File: src/rtl/pal_clk_pkg.sv
package pal_clk_pkg;

  // Palette kind as seen on pal_type_i
  typedef enum logic [1:0] {
    PAL_PLAIN     = 2'b00,
    PAL_MUX       = 2'b01,
    PAL_MUX_BLDLY = 2'b10,
    PAL_SPARE     = 2'b11
  } pal_kind_e;

  // Registered configuration word; any change restarts the byte phase
  typedef struct packed {
    logic [1:0] kind;
    logic       hic;
    logic       tc;
  } pal_cfg_t;

  function automatic logic kind_is_muxed(input logic [1:0] k);
    return (k == PAL_MUX) || (k == PAL_MUX_BLDLY);
  endfunction

endpackage

File: src/rtl/pal_mode_decode.sv
module pal_mode_decode
  import pal_clk_pkg::*;
#(
  parameter int HI_DIV = 2,
  parameter int TC_DIV = 3,
  localparam int DIV_W = $clog2(TC_DIV + 1)
) (
  input  pal_cfg_t         cfg_i,
  output logic [DIV_W-1:0] ratio_o,
  output logic [DIV_W-1:0] mult_o,
  output logic             strobe_en_o,
  output logic             blank_ext_o
);

  logic             muxed;
  logic [DIV_W-1:0] color_ratio;

  always_comb begin
    muxed = kind_is_muxed(cfg_i.kind);
    if (cfg_i.tc) begin
      color_ratio = DIV_W'(TC_DIV);
    end else if (cfg_i.hic) begin
      color_ratio = DIV_W'(HI_DIV);
    end else begin
      color_ratio = DIV_W'(1);
    end
    mult_o      = color_ratio;
    ratio_o     = muxed ? color_ratio : DIV_W'(1);
    strobe_en_o = muxed && (cfg_i.tc || cfg_i.hic);
    blank_ext_o = (cfg_i.kind == PAL_MUX_BLDLY);
  end

endmodule

File: src/rtl/pal_phase_counter.sv
module pal_phase_counter
  import pal_clk_pkg::*;
#(
  parameter int DIV_W = 2
) (
  input  logic             clk_i,
  input  logic             rst_n_i,
  input  pal_cfg_t         cfg_i,
  input  logic [DIV_W-1:0] ratio_cur_i,
  output pal_cfg_t         cfg_q_o,
  output logic [DIV_W-1:0] phase_o
);

  pal_cfg_t         cfg_q;
  logic [DIV_W-1:0] phase_q;
  logic [DIV_W-1:0] phase_d;
  logic             cfg_chg;
  logic             wrap;

  // next-state
  always_comb begin
    cfg_chg = (cfg_i != cfg_q);
    wrap    = (phase_q >= (ratio_cur_i - DIV_W'(1)));
    if (cfg_chg || wrap) begin
      phase_d = '0;
    end else begin
      phase_d = phase_q + DIV_W'(1);
    end
  end

  // configuration register, loaded only on change
  always_ff @(posedge clk_i or negedge rst_n_i) begin
    if (!rst_n_i) begin
      cfg_q <= '0;
    end else if (cfg_chg) begin
      cfg_q <= cfg_i;
    end
  end

  // phase register
  always_ff @(posedge clk_i or negedge rst_n_i) begin
    if (!rst_n_i) begin
      phase_q <= '0;
    end else begin
      phase_q <= phase_d;
    end
  end

  assign cfg_q_o = cfg_q;
  assign phase_o = phase_q;

endmodule

File: src/rtl/pal_blank_delay.sv
module pal_blank_delay #(
  parameter int DEPTH = 4,
  localparam int SEL_W = $clog2(DEPTH)
) (
  input  logic             clk_i,
  input  logic             rst_n_i,
  input  logic             blank_n_i,
  input  logic [SEL_W-1:0] tap_i,
  output logic             blank_n_o
);

  logic [DEPTH-1:0] stage_q;

  always_ff @(posedge clk_i or negedge rst_n_i) begin
    if (!rst_n_i) begin
      stage_q[0] <= 1'b0;
    end else begin
      stage_q[0] <= blank_n_i;
    end
  end

  for (genvar g = 1; g < DEPTH; g++) begin : g_stage
    always_ff @(posedge clk_i or negedge rst_n_i) begin
      if (!rst_n_i) begin
        stage_q[g] <= 1'b0;
      end else begin
        stage_q[g] <= stage_q[g-1];
      end
    end
  end

  assign blank_n_o = stage_q[tap_i];

endmodule

File: src/rtl/pal_clk_gen.sv
module pal_clk_gen
  import pal_clk_pkg::*;
#(
  parameter int HI_DIV = 2,
  parameter int TC_DIV = 3,
  localparam int DIV_W = $clog2(TC_DIV + 1),
  localparam int DLY_DEPTH = TC_DIV + 1,
  localparam int TAP_W = $clog2(DLY_DEPTH)
) (
  input  logic             pix_clk_i,
  input  logic             rst_n_i,
  input  logic [1:0]       pal_type_i,
  input  logic             hicolor_i,
  input  logic             truecolor_i,
  input  logic             blank_n_i,
  output logic             dclk_o,
  output logic             latch_stb_o,
  output logic             blank_n_o,
  output logic [DIV_W-1:0] hmult_o
);

  pal_cfg_t         cfg_in;
  pal_cfg_t         cfg_q;
  logic [DIV_W-1:0] ratio_cur;
  logic [DIV_W-1:0] mult_cur;
  logic             strobe_en;
  logic             blank_ext;
  logic [DIV_W-1:0] phase;
  logic             bypass;
  logic             div_level;
  logic [TAP_W-1:0] tap;

  assign cfg_in = '{kind: pal_type_i, hic: hicolor_i, tc: truecolor_i};

  pal_mode_decode #(
    .HI_DIV (HI_DIV),
    .TC_DIV (TC_DIV)
  ) u_decode (
    .cfg_i       (cfg_q),
    .ratio_o     (ratio_cur),
    .mult_o      (mult_cur),
    .strobe_en_o (strobe_en),
    .blank_ext_o (blank_ext)
  );

  pal_phase_counter #(
    .DIV_W (DIV_W)
  ) u_phase (
    .clk_i       (pix_clk_i),
    .rst_n_i     (rst_n_i),
    .cfg_i       (cfg_in),
    .ratio_cur_i (ratio_cur),
    .cfg_q_o     (cfg_q),
    .phase_o     (phase)
  );

  pal_blank_delay #(
    .DEPTH (DLY_DEPTH)
  ) u_blank (
    .clk_i     (pix_clk_i),
    .rst_n_i   (rst_n_i),
    .blank_n_i (blank_n_i),
    .tap_i     (tap),
    .blank_n_o (blank_n_o)
  );

  always_comb begin
    bypass    = (ratio_cur == DIV_W'(1));
    div_level = (phase >= (ratio_cur >> 1));
    tap       = blank_ext ? TAP_W'(ratio_cur) : '0;
  end

  assign dclk_o      = bypass ? pix_clk_i : div_level;
  assign latch_stb_o = strobe_en && (phase == '0);
  assign hmult_o     = mult_cur;

endmodule

File: config.mk
export PLATFORM = sky130hd
export DESIGN_NAME = pal_clk_gen
export DESIGN_NICKNAME = d
export VERILOG_FILES = /design/src/rtl/pal_clk_pkg.sv /design/src/rtl/pal_mode_decode.sv /design/src/rtl/pal_phase_counter.sv /design/src/rtl/pal_blank_delay.sv /design/src/rtl/pal_clk_gen.sv
export SDC_FILE = /design/constraint.sdc
export NUM_CORES = 1
export LEC_CHECK = 0
export ABC_AREA = 1
export CAP_MARGIN = 5
export CORE_MARGIN = 4
export CORE_UTILIZATION = 40
export CTS_CLUSTER_DIAMETER = 150
export DETAILED_ROUTE_END_ITERATION = 8
export PLACE_DENSITY = 0.69
export SLEW_MARGIN = 20
export SYNTH_ARGS = -nofsm -noshare
export SYNTH_HDL_FRONTEND = slang
export SYNTH_SLANG_ARGS = --single-unit
export TNS_END_PERCENT = 20
File: constraint.sdc
create_clock -name pix_clk_i -period 6 [get_ports pix_clk_i]
set_clock_uncertainty 0.15 [all_clocks]
set_input_delay 1.8 -clock pix_clk_i [delete_from_list [all_inputs] [get_ports pix_clk_i]]
set_output_delay 1.8 -clock pix_clk_i [all_outputs]
set_load 0.05 [all_outputs]
======== Word-level counts from Yosys, hierarchy flattened ========
Cells that the tools add are included.
cells by class
  add/subtract/negate cells ............... 2
  $lt $le $gt $ge ......................... 3
  equal/unequal tests ..................... 4
  mux-type cells .......................... 8
  reduce and logical (&&, ||, !) cells .... 6
operators with widths
  cell                   number
  $mux W2                5
  $eq A2 B1 Y1 const B   2
  $ne A4 B4 Y1           1
  $logic_or A1 B1 Y1     3
  $lt A2 B3 Y1 const B   1
  $add A2 B1 Y2 const B  1
  $bmux W1 S2            1
  $eq A2 B2 Y1 const B   1
  $ge A2 B1 Y1           1
  $ge A2 B2 Y1           1
  $logic_and A1 B1 Y1    2
  $logic_not A2 Y1       1
  $mux W1                2
  $sub A2 B1 Y2 const B  1
word-level totals
  flip-flop bits (word level) ............. 10
  logic and storage cells ................. 31

======== Logic depth before layout (Yosys ltp) ========
  word-level depth ........................ 7
  depth in mapped cells ................... 11
  depth with buffers taken out ............ 11

======== Modules after synthesis ========
A second synthesis with hierarchy kept.
unflattened totals
  cell total of the unflattened synthesis .. 87
  area, all modules ....................... 604.3 µm²
by module, submodules not included
  module             times used  cells each  area an instance (µm²)
  pal_phase_counter  1           45          326.6
  pal_blank_delay    1           17          151.4
  pal_clk_gen        1           16          71.3
  pal_mode_decode    1           9           55.1

==> impl_metrics.yaml <==
cells_and_area:
  final_common_cell: "nand2_1"
  multi_input_area_um2: 241
  syn2layout_area_growth_pct: 29.1
  antenna_cells: 0
  drive_above_1_share: 0.129
  design_area_um2: 761
  regArea_um2: 250
  final_cell_mix: "nand2_1 (21), inv_1 (20), clkdlybuf4s50_1 (10), dfrtp_1 (10)"
  fin_nets: 107
  fillers: 123
worst_hold_path:
  min_from: "u_blank.stage_q[1]$_DFF_PN0_"
  worst_hold_path.num_cells: 0
  min_to: "u_blank.stage_q[2]$_DFF_PN0_"
  hold_class: "flop to flop"
flow_run:
  cap_violations: 0
synthesis:
  yosysUniqueCellTypes: 14
  synthCells: 79
  avgSynthCellArea_um2: 7.46
  synth-seq-cells: 10
  yosysSeqAreaShare: 0.425
  yosys_warnings: 0
  syn_nets: 92
  syn_area_um2: 589
place:
  dp_hpwl_um: 819
  port_buffers: 11
  place.gp.congestion: 0.753
  placed_cell_area_um2: 703
pwr:
  ir_drop_mv: 0.136
  p_total_mw: 0.218
  cellPowerDensity_mw_per_mm2: 287
  p_leak_nw: 0.443
floorplanning:
  die-height_um: 46.4
  row_count: 13
  die_area_mm2: 0.00215
  core_mm2: 0.00135
  start_util: 0.437
  ios: 12
  die-width_um: 46.4
global_route:
  grt_antenna_before_repair: 0
  grt_max_degree: 11
  grt.total_usage: 0.139
  grt_overflow: 0
  grt_pass1_vias: 468
  grt_pass1_wl_um: 1810
worst_setup_path:
  critPathLaunchType: "clock port"
  rr_endpoint: "u_phase.phase_o[0]$_DFF_PN0_"
  crit_start: "pix_clk_i"
  path_cells: "clkbuf_4 -> clkbuf_4 -> nand2_1 -> o21ai_0 -> dlygate4sd2_1"
  r2r-start: "u_phase.cfg_q_o[2]$_DFFE_PN0P_"
  r2r_cells: 10
  required_ns: 4.05
  critPathMaxFanout: 2
  cp_common_cell: "clkbuf_4"
  crit_buf_inv: 3
  rrSetupSlack_ns: 3.91
  path_class: "clock port to output port"
  endpoint_kind: "output port"
  critPathTopFamily: "buffers and inverters"
  cp.arrival_ns: 3.76
  max_stage_delay_ns: 0.42
  slowest_stage: "dlygate4sd2_1"
clock_tree:
  cts_hold_buffers: 0
  cts_tree: "done"
  cts_setup_buffers: 0
  clock_latency_ns: 0.39
  path_clk_slew_ns: 0.07
  postCtsResizedCells: 1
run_status:
  status: "finished, final reports clean"
sta:
  rsz0062_at_grt: "no"
  hold_viol: 0
  slew_viol_final: 0
  finalSetupTns_ns: 0
  tightest_slew_ns: 0.493
  setup_viol_count_final: 0
  slew-limit-headroom: 0.671
route:
  drt_iter0_drc: 1
  first_pass_iters: 4
  vias_per_cell: 4.60
  wl_um: 1050
  wl_per_cell_um: 9.71
  remaining_drc_errors: 0
  ant_nets: 0
  num_vias: 497
-- cells in the mapped netlist --
cell type	n	share of area
nand2_4	1	0.019
nand2_2	1	0.011
inv_2	2	0.013
nand2_1	21	0.13
ha_1	6	0.13
nor3b_1	1	0.013
nand3_2	1	0.017
clkbuf_1	4	0.025
nor2_1	6	0.038
nand3_1	4	0.034
a21oi_1	1	0.0085
o21ai_0	1	0.0085
dfrtp_1	10	0.42
inv_1	20	0.13
-- how the worst max path moves through the flow --
| stage | to | slack, ns | cells after the start |
|---|---|---|---|
| after floorplan | dclk_o | 0.52 | 2 |
| after global placement | dclk_o | 0.27 | 3 |
| after detailed placement | dclk_o | 0.27 | 3 |
| after CTS | dclk_o | 0.27 | 5 |
| after global routing | dclk_o | 0.24 | 5 |
| final | dclk_o | 0.29 | 5 |
-- kinds of logic (layout without fill, tap and decap cells) --
group,Yosys count,in the layout,share of synthesized area
AO/OA/AOI/OAI,2,2,0.0170
buffers and inverters,26,40,0.166
AND/OR/NAND/NOR,35,35,0.265
adder cells (fa/ha/maj),6,6,0.127
flip-flops,10,10,0.425
-- flip-flops by register name, indices dropped and copies added (netlist names) --
register,flops
u_blank.stage_q,4
u_phase.cfg_q_o,4
u_phase.phase_o,2
-- metal layers --
metal	wire, um	global-route usage
met4	47	0.142
met2	514	0.192
met1	386	0.113
met5	0	0
met3	101	0.125
-- per-stage QoR --
step / std cells / utilization / hold slack [ns] / setup slack (ns)
floorplan: 79 / - / 0.204 / 0.516
global placement: 101 / 0.521 / 0.209 / 0.267
detailed placement: 101 / 0.521 / 0.214 / 0.267
CTS: 108 / 0.563 / 0.226 / 0.274
global route: 108 / 0.563 / 0.242 / 0.235
finish: 108 / 0.563 / 0.223 / 0.288
-- where the power goes --
group / leakage [nW] / switching [mW] / internal, mW
registers: 0.121 / 0.00181 / 0.0704
clock network: 0.0433 / 0.0460 / 0.0634
logic: 0.279 / 0.0223 / 0.0144
total: 0.443 / 0.0700 / 0.148
-- worst register-to-register path, cell delays in order (launching register included) --
cell	delay (ns)
dfrtp_1	0.34
inv_1	0.06
ha_1	0.28
inv_1	0.12
nand3_2	0.14
ha_1	0.30
inv_1	0.04
ha_1	0.26
a21oi_1	0.15
nand3_1	0.11
nor2_1	0.09
-- final cells by class --
cell class | count | share of cell area
Inverter | 22 | 0.109
Timing Repair Buffer | 10 | 0.132
Sequential cell | 10 | 0.329
Tap cell | 15 | 0.0247
Multi-Input combinational cell | 43 | 0.317
Clock buffer | 8 | 0.0888
Power figures use the tool's default switching activity.
